$ cat src/rtl/vres_pkg.sv
package vres_pkg;

    localparam int SRC_N  = 64;
    localparam int PRIO_W = 4;
    localparam int IDX_W  = $clog2(SRC_N);
    localparam int DATA_W = 32;
    localparam int NUM_POS = 16;

    typedef enum logic {KIND_NORM, KIND_FAST} rd_kind_e;

    typedef struct packed {
        logic              valid;
        logic [IDX_W-1:0]  idx;
        logic [PRIO_W-1:0] prio;
    } node_t;

    // b is the higher-numbered side: it wins ties
    function automatic node_t pick_node(node_t a, node_t b);
        if (b.valid && (!a.valid || b.prio >= a.prio))
            return b;
        return a;
    endfunction

    function automatic logic [DATA_W-1:0] pack_norm(node_t n);
        logic [DATA_W-1:0] w;
        w = '0;
        w[DATA_W-1:NUM_POS] = (DATA_W-NUM_POS)'(n.idx);
        w[PRIO_W-1:0]       = n.prio;
        return w;
    endfunction

    function automatic logic [DATA_W-1:0] pack_fast(logic [IDX_W-1:0] idx);
        return DATA_W'(idx);
    endfunction

endpackage

$ cat src/rtl/vres_norm_tree.sv
module vres_norm_tree
    import vres_pkg::*;
(
    input  logic [SRC_N-1:0]        qual_i,
    input  logic [SRC_N*PRIO_W-1:0] prio_i,
    output node_t                   best_o
);
    localparam int NODES = 2*SRC_N - 1;
    localparam int LEAF0 = SRC_N - 1;

    node_t nd [NODES];

    generate
        for (genvar j = 0; j < SRC_N; j++) begin : g_leaf
            assign nd[LEAF0+j] = '{valid: qual_i[j],
                                   idx:   IDX_W'(j),
                                   prio:  prio_i[j*PRIO_W +: PRIO_W]};
        end
        for (genvar i = 0; i < SRC_N-1; i++) begin : g_node
            assign nd[i] = pick_node(nd[2*i+1], nd[2*i+2]);
        end
    endgenerate

    assign best_o = nd[0];
endmodule

$ cat src/rtl/vres_fast_find.sv
module vres_fast_find
    import vres_pkg::*;
(
    input  logic [SRC_N-1:0] qual_i,
    output logic             found_o,
    output logic [IDX_W-1:0] idx_o
);
    always_comb begin
        found_o = 1'b0;
        idx_o   = '0;
        for (int j = SRC_N-1; j >= 0; j--) begin
            if (qual_i[j]) begin
                found_o = 1'b1;
                idx_o   = IDX_W'(j);
            end
        end
    end
endmodule

$ cat src/rtl/vres_top.sv
module vres_top
    import vres_pkg::*;
#(
    parameter int N_SRC = SRC_N,
    parameter int PW    = PRIO_W,
    parameter int IW    = IDX_W,
    parameter int DW    = DATA_W
) (
    input  logic              clk,
    input  logic              rst,
    input  logic [N_SRC-1:0]  pend_i,
    input  logic [N_SRC-1:0]  enab_i,
    input  logic [N_SRC-1:0]  fast_i,
    input  logic [N_SRC*PW-1:0] prio_i,
    input  logic              rd_norm_i,
    input  logic              rd_fast_i,
    output logic [DW-1:0]     rdata_o,
    output logic              rvalid_o,
    output logic              clr_o,
    output logic [IW-1:0]     clr_idx_o
);
    logic [N_SRC-1:0] qual_norm, qual_fast;
    node_t            best_norm;
    logic             fast_found;
    logic [IW-1:0]    fast_idx;

    assign qual_norm = pend_i & enab_i & ~fast_i;
    assign qual_fast = pend_i & enab_i &  fast_i;

    vres_norm_tree u_norm (
        .qual_i (qual_norm),
        .prio_i (prio_i),
        .best_o (best_norm)
    );

    vres_fast_find u_fast (
        .qual_i  (qual_fast),
        .found_o (fast_found),
        .idx_o   (fast_idx)
    );

    logic     rd_any, rd_held, accept;
    rd_kind_e kind;
    logic     sel_found;
    logic [IW-1:0] sel_idx;
    logic [DW-1:0] sel_word;

    assign rd_any = rd_norm_i | rd_fast_i;
    assign accept = rd_any & ~rd_held;
    assign kind   = rd_norm_i ? KIND_NORM : KIND_FAST;

    always_comb begin
        unique case (kind)
            KIND_NORM: begin
                sel_found = best_norm.valid;
                sel_idx   = best_norm.idx;
                sel_word  = pack_norm(best_norm);
            end
            default: begin
                sel_found = fast_found;
                sel_idx   = fast_idx;
                sel_word  = pack_fast(fast_idx);
            end
        endcase
        if (!sel_found)
            sel_word = '1;
    end

    always_ff @(posedge clk) begin
        if (rst) begin
            rd_held   <= 1'b0;
            rvalid_o  <= 1'b0;
            clr_o     <= 1'b0;
            rdata_o   <= '0;
            clr_idx_o <= '0;
        end else begin
            rd_held  <= rd_any;
            rvalid_o <= accept;
            clr_o    <= accept & sel_found;
            if (accept) begin
                rdata_o   <= sel_word;
                clr_idx_o <= sel_idx;
            end
        end
    end
endmodule

$ cat config.mk
export PLATFORM = sky130hd
export DESIGN_NAME = vres_top
export DESIGN_NICKNAME = d
export VERILOG_FILES = /design/src/rtl/vres_pkg.sv /design/src/rtl/vres_norm_tree.sv /design/src/rtl/vres_fast_find.sv /design/src/rtl/vres_top.sv
export SDC_FILE = /design/constraint.sdc
export NUM_CORES = 1
export LEC_CHECK = 0
export BUFFER_PORTS_ARGS = -buffer_cell sky130_fd_sc_hd__buf_4
export CAP_MARGIN = 30
export CORE_AREA = 10 10 184 186
export DETAILED_ROUTE_END_ITERATION = 6
export DIE_AREA = 0 0 194 196
export PLACE_DENSITY = 0.91
export SLEW_MARGIN = 20
export SYNTH_ARGS = -nofsm -noshare
export SYNTH_HDL_FRONTEND = slang
export SYNTH_SLANG_ARGS = --single-unit
$ cat constraint.sdc
create_clock -name clk -period 18.9 [get_ports clk]
set_input_delay 1.89 -clock clk [delete_from_list [all_inputs] [get_ports clk]]
set_output_delay 1.89 -clock clk [all_outputs]
set_load 0.1 [all_outputs]
==> flow_summary.toml, run 1 <==
[route]
wl_per_cell_um = 20.28
firstDrtPassIters = 6
final_antenna_net_count = 0
drtIter0Drc = 1475
drc = 0
via_per_inst = 6.344
wl_um = 63260
vias = 19790

[floorplanning]
die-area_um2 = 38020
die_w_um = 194
initial_utilization_pct = 51.30
placementRows = 64
io_pins = 492
chipHeight_um = 196
fp.coreArea_um2 = 30270

[critical_path]
path_class = "primary input to flop"
cpMaxStageDelayCell = "nor4bb_2"
slowest_delay_ns = 0.62
crit_required_ns = 19.08
cp-start-kind = "primary input"
critPathCaptureType = "flop"
worst_ep_arrival_time_ns = 12.48
critPathMaxFanout = 13
path_common_cell = "ha_1"

[clocking]
root_buffer = "clkbuf_16"
postCtsHoldBufs = 0
post_cts_buffers = 0
clkTransAtPathRegs_ns = 0.06
cts.sinks = 22
cts_tree = "done"
clkLatencyLatePin_ns = 0.26
cts_made_buffers = 3
clock_path_buffers = 2
htreeDepth = 1
cts_resized = 0

[global_route]
grt_overflow = 0
grt_start_max_net_pins = 23
antenna_found_initial = 2
grt_pass1_wl_um = 99030
first_global_vias = 19290
grt_use_total_pct = 30.67

[final_layout]
multi_input_area_um2 = 13890
regArea_um2 = 440.4
drive_gt1_share_pct = 21.53
final_net_count = 3427
syn2layout_area_growth_pct = 26.20
fillCellCount = 2760

[sta]
hold_ws_ns = 0.5015
min_period_ns = 12.30
slew_violations = 0
fin_crit_sh_pct = 65.08
clock_skew_ns = 0.001529
slew_headroom_pct = 32.26
finalSetupViolCount = 0
worst_pin_slew_ns = 1.002
rsz0062_at_grt = "false"
clock.fmax_mhz = 81.30
fin_setup_tns_ns = 0
hold_violations = 0

[yosys]
synth.yosys.seq_area_share_pct = 2.836
yosys_most_used_dff = "dfxtp_1"
ys_types = 77
syn-num-nets = 2977
synth_top_area_share_pct = 20.31
async_flop_share_pct = 0
netlist_area_um2 = 15530
synth-seq-cells = 22
yosys.area.top_type = "ha_1"
syn_avg_cell_area_um2 = 6.831
synth_edf_count = 0
yosys-top-cells-area = "ha_1, nand2_1, inv_1, mux2i_1, o21ai_0"
ys_warn_count = 0
netlist_instances = 2273

[pwr]
p_per_area_nw_per_um2 = 52.70
cellLeakagePower_nw = 9.794
power_mw = 1.033
vdd_drop_max_mv = 0.04485

[run]
maxCapViolCount = 0

[place]
port_buffers = 491
hpwl_um = 56040
place_congestion = 0.9974

[min_path]
hold_path.class = "flop to flop"

[status]
status = "completed"
## worst paths after layout
kind | slack, ns | end | cells after the start | start
max reg2reg | 17.18 | rdata_o[3]$_SDFFE_PP0P_ | 5 | rd_held$_SDFF_PP0_
min reg2reg | 0.50 | rdata_o[19]$_SDFFE_PP0P_ | 2 | rdata_o[19]$_SDFFE_PP0P_
max | 6.60 | clr_idx_o[2]$_SDFFE_PP0P_ | 45 | prio_i[219]
min | 0.50 | rdata_o[19]$_SDFFE_PP0P_ | 2 | rdata_o[19]$_SDFFE_PP0P_
## per-stage QoR
step                setup slack, ns  util, %  cells  cell area [um2]
detailed placement            6.180    64.30   3110            19460
global route                  5.705    64.73   3118            19590
finish                        6.599    64.74   3119            19600
CTS                           6.426    64.65   3114            19570
global placement              6.720    64.25   3107            19450
floorplan                     7.966        -   2273            15530
## layout by cell type, fill, tap and decap left out, types with 38 or more instances in the layout
cell / synthesis / layout
nand2_1: 252 / 252
nand3b_1: 79 / 79
inv_1: 238 / 238
a21oi_1: 116 / 116
nor2b_1: 48 / 48
nand2b_1: 46 / 46
nor2_1: 156 / 156
a211oi_1: 43 / 43
mux2i_1: 65 / 65
ha_1: 252 / 252
nor3_1: 38 / 38
o21ai_0: 129 / 129
a22o_1: 38 / 38
nand3_1: 106 / 106
buf_4: 19 / 498
a31oi_1: 54 / 54
## area by class of cell
class | count | area share [%]
Clock buffer | 3 | 0.3831
Antenna cell | 1 | 0.01277
Tap cell | 396 | 2.528
Sequential cell | 22 | 2.247
Timing Repair Buffer | 505 | 19.26
Inverter | 238 | 4.559
Clock inverter | 1 | 0.1532
Multi-Input combinational cell | 1953 | 70.86
## Yosys cell counts (12+ instances only)
cell type    n
nor2_1     156
o221ai_1    27
nand3b_1    79
and2_1      23
and3b_1     18
o311ai_0    23
a31o_2      14
ha_1       252
mux2i_1     65
dfxtp_1     22
a31oi_1     54
nand4_1     12
o21ai_0    129
a22o_1      38
nor3_1      38
inv_1      238
a21oi_1    116
o2bb2ai_1   19
and4_1      20
a22oi_1     18
or2_2       16
a211oi_1    43
mux2_2      27
and3_1      32
o2111ai_1   22
o211ai_1    14
nor4bb_1    30
o21ai_1     12
nand3_1    106
nand2b_1    46
clkbuf_1    33
o21a_1      28
nor2b_1     48
nand2_1    252
a221oi_1    19
buf_4       19
a21o_1      25
## routing by layer
layer / vias to the layer above / global-route usage (%) / part of all wire [%]
li1: 9491 / - / -
met1: 9263 / 35.54 / 40
met3: 154 / 4.876 / 6.9
met2: 876 / 55.13 / 49
met5: - / 0 / 0.021
met4: 2 / 12.14 / 4.1
## kinds of logic after synthesis
group,after synthesis,synth area share [%]
buf+inv,298,7.776
flops,22,2.836
mux,92,6.148
simple gates,912,31.73
compound gates,697,31.20
fa+ha+maj,252,20.31
## report_power, final
part | switching (mW) | internal (mW)
logic | 0.559 | 0.346
clock network | 0.0181 | 0.0421
registers | 0.0101 | 0.0569
## flip-flops by register name, indices dropped and copies added, names as in the netlist
name and cells:
clr_idx_o 6, clr_o 1, rdata_o 13, rvalid_o 1, rd_held 1
## worst max-delay path: cells and delay by family
kind                       cells  cell delay [ns]
AOI/OAI and AO/OA             20             5.44
adders and majority gates      6             1.46
buffers and inverters          5             0.35
muxes                          2             0.76
and+or+nand+nor               12             2.58
Note: power is estimated with default switching activity, not from simulation.
==> run 2, diff against run 1 <==
--- a/config.mk
+++ b/config.mk
@@ -5,12 +5,13 @@
 export SDC_FILE = /design/constraint.sdc
 export NUM_CORES = 1
 export LEC_CHECK = 0
+export ABC_AREA = 1
 export BUFFER_PORTS_ARGS = -buffer_cell sky130_fd_sc_hd__buf_4
 export CAP_MARGIN = 30
-export CORE_AREA = 10 10 184 186
+export CORE_AREA = 10 10 181 183
 export DETAILED_ROUTE_END_ITERATION = 6
-export DIE_AREA = 0 0 194 196
-export PLACE_DENSITY = 0.91
+export DIE_AREA = 0 0 191 193
+export PLACE_DENSITY = 0.79
 export SLEW_MARGIN = 20
 export SYNTH_ARGS = -nofsm -noshare
 export SYNTH_HDL_FRONTEND = slang
==> constraint.sdc (replaced) <==
create_clock -name clk -period 11.45 [get_ports clk]
set_input_delay 1.145 -clock clk [delete_from_list [all_inputs] [get_ports clk]]
set_output_delay 1.145 -clock clk [all_outputs]
set_load 0.1 [all_outputs]
==> run 2 against run 1 <==
Against the previous run:
- combinational power is 31% higher
- clock skew is 0.0040 ns higher
- clock power is 63% higher
- global-route usage is 7.1 points lower
- first-iteration DRC count is 39% lower
- critical path type unchanged
- non-clock buffer count is 1 lower
- largest cell class unchanged
- utilization is 11 points lower
- count of clock-buffer cells in the layout stayed put
- largest power group unchanged
- register-to-register slack worse by 7.4 ns
- critical endpoint is now rdata_o[2]$_SDFFE_PP0P_
==> flow_summary.toml, run 2 <==
[critical_path]
r2r_start = "rd_held$_SDFF_PP0_"
rrSetupSlack_ns = 9.78
worst_ep_arrival_time_ns = 10.62
r2r-end = "rdata_o[0]$_SDFFE_PP0P_"
path_class = "primary input to flop"
crit_required_ns = 11.65
reg2regPathDepth = 7
slowest_delay_ns = 0.38
cpMaxStageDelayCell = "or3b_1"
path_common_cell = "o21ai_0"
cp-start-kind = "primary input"
critPathMaxFanout = 16
critPathCaptureType = "flop"

[sta]
clock.fmax_mhz = 95.97
slew_violations = 0
fin_crit_sh_pct = 91.00
min_period_ns = 10.42
fin_setup_tns_ns = 0
hold_violations = 0
finalSetupViolCount = 0
hold_ws_ns = 0.5148
worst_pin_slew_ns = 0.8122
slew_headroom_pct = 45.78
clock_skew_ns = 0.005500
rsz0062_at_grt = "false"

[route]
wl_per_cell_um = 16.56
firstDrtPassIters = 5
vias = 14820
final_antenna_net_count = 0
drtIter0Drc = 896
wl_um = 47060
drc = 0
via_per_inst = 5.214

[final_layout]
syn2layout_area_growth_pct = 36.17
final_cell_mix = "buf_4, nand2_1, inv_1"
reg.largest.list = "rdata_o (13), clr_idx_o (6)"
largest_reg_flops = 13
largest-register = "rdata_o"
drive_gt1_share_pct = 22.15
final_common_cell = "buf_4"
final_net_count = 3157
antenna_cells = 0

[pwr]
switching_share_pct = 57.40
clockPowerShare_pct = 7.0
p_per_area_nw_per_um2 = 88.39
p_sw_mw = 0.8003
cellLeakagePower_nw = 8.856
internal_power_mw = 0.5939
power_mw = 1.394
vdd_drop_max_mv = 0.08443
combPwrFrac_pct = 85.2
seqPwrFrac_pct = 7.8

[global_route]
antenna_found_initial = 0
grt_overflow = 0
first_global_vias = 14350
grt_start_max_net_pins = 25
grt_use_total_pct = 23.52
grt_pass1_wl_um = 71260

[clocking]
clock_path_buffers = 2
root_buffer = "clkbuf_16"
clkLatencyLatePin_ns = 0.26
htreeDepth = 1
postCtsHoldBufs = 0
clkTransAtPathRegs_ns = 0.06
post_cts_buffers = 0
cts_tree = "done"
cts.sinks = 22
cts_made_buffers = 3

[yosys]
netlist_area_um2 = 11580
synth.yosys.seq_area_share_pct = 3.802
syn-num-nets = 2681
async_flop_share_pct = 0
synth-seq-cells = 22
synth_common_cells = "nand2_1, inv_1, ha_1"
yosys-top-cells-area = "ha_1, nand2_1, o21ai_0, inv_1, nor2_1"
yosys_most_used_dff = "dfxtp_1"
synth_edf_count = 0
yosysMostFrequentCell = "nand2_1"
syn_avg_cell_area_um2 = 5.859
ys_types = 44
yosys.area.top_type = "ha_1"
netlist_instances = 1977
synth_top_area_share_pct = 27.22
ys_warn_count = 0

[place]
port_buffers = 491
hpwl_um = 43110
place_congestion = 0.9312

[floorplanning]
die-area_um2 = 36860
placementRows = 63
io_pins = 492
initial_utilization_pct = 39.61
die_w_um = 191
fp.coreArea_um2 = 29240
chipHeight_um = 193

[min_path]
hold_path_end = "clr_idx_o[4]$_SDFFE_PP0P_"
hold_path_depth = 2
min_from = "clr_idx_o[4]$_SDFFE_PP0P_"
hold_path.class = "flop to flop"

[status]
status = "completed"

[run]
maxCapViolCount = 0
-- run 2: how the worst max path moves through the flow --
| stage | slack (ns) | cells past startpoint | from | end |
|---|---|---|---|---|
| final | 1.03 | 56 | prio_i[56] | rdata_o[2]$_SDFFE_PP0P_ |
| after global placement | 0.86 | 54 | prio_i[232] | rdata_o[3]$_SDFFE_PP0P_ |
| after detailed placement | 0.70 | 53 | prio_i[24] | rdata_o[2]$_SDFFE_PP0P_ |
| after global routing | 0.04 | 59 | prio_i[44] | rdata_o[2]$_SDFFE_PP0P_ |
| after CTS | 0.88 | 53 | prio_i[24] | rdata_o[2]$_SDFFE_PP0P_ |
| after floorplan | 1.19 | 52 | prio_i[140] | rdata_o[3]$_SDFFE_PP0P_ |
-- run 2: through the flow --
stage	cell area, um2	std cells	worst slack (ns)	util [%]
detailed placement	15650	2837	0.6971	53.51
floorplan	11580	1977	1.189	-
global route	15770	2842	0.04435	53.94
CTS	15760	2841	0.8843	53.87
finish	15770	2842	1.030	53.94
global placement	15650	2836	0.8645	53.50
-- run 2: cell families after synthesis --
group | count (synthesis) | synth area share (%)
AND/OR/NAND/NOR | 829 | 30.01
AO/OA/AOI/OAI | 550 | 27.86
buffers and inverters | 324 | 11.11
adder cells (fa/ha/maj) | 252 | 27.22
flip-flops | 22 | 3.802
-- run 2: final cells by class --
class	count	area, um2
Tap cell	390	488.0
Timing Repair Buffer	504	3779
Sequential cell	22	440.4
Multi-Input combinational cell	1631	9869
Clock buffer	3	75.07
Inverter	291	1092
Fill cell	2995	13470
Clock inverter	1	30.03
-- run 2: critical path, delay by kind of cell --
family	cells	cell delay (ns)
fa+ha+maj	6	1.77
compound gates	26	4.42
simple gates	14	2.12
buf+inv	10	1.15
-- run 2: per-layer routing --
metal / share of wire, % / GRT usage, %
met3: 7.5 / 4.694
met2: 49 / 43.70
met5: 0 / 0
met1: 42 / 28.12
met4: 0.89 / 2.302
-- run 2: what timing repair did --
action | 4_1_cts | 5_1_grt
gates resized for setup | 0 | 4
hold endpoints to repair | 0 | 0
setup endpoints to repair | 0 | 11
-- run 2: power groups by stage --
stage          registers [mW]  logic [mW]  clock network, mW
2_1_floorplan           0.221       0.669                  0
3_3_place_gp            0.110        1.14                  0
3_5_place_dp            0.110        1.17                  0
4_1_cts                 0.109        1.18             0.0985
5_1_grt                 0.110        1.33              0.102
6_report                0.108        1.19             0.0980
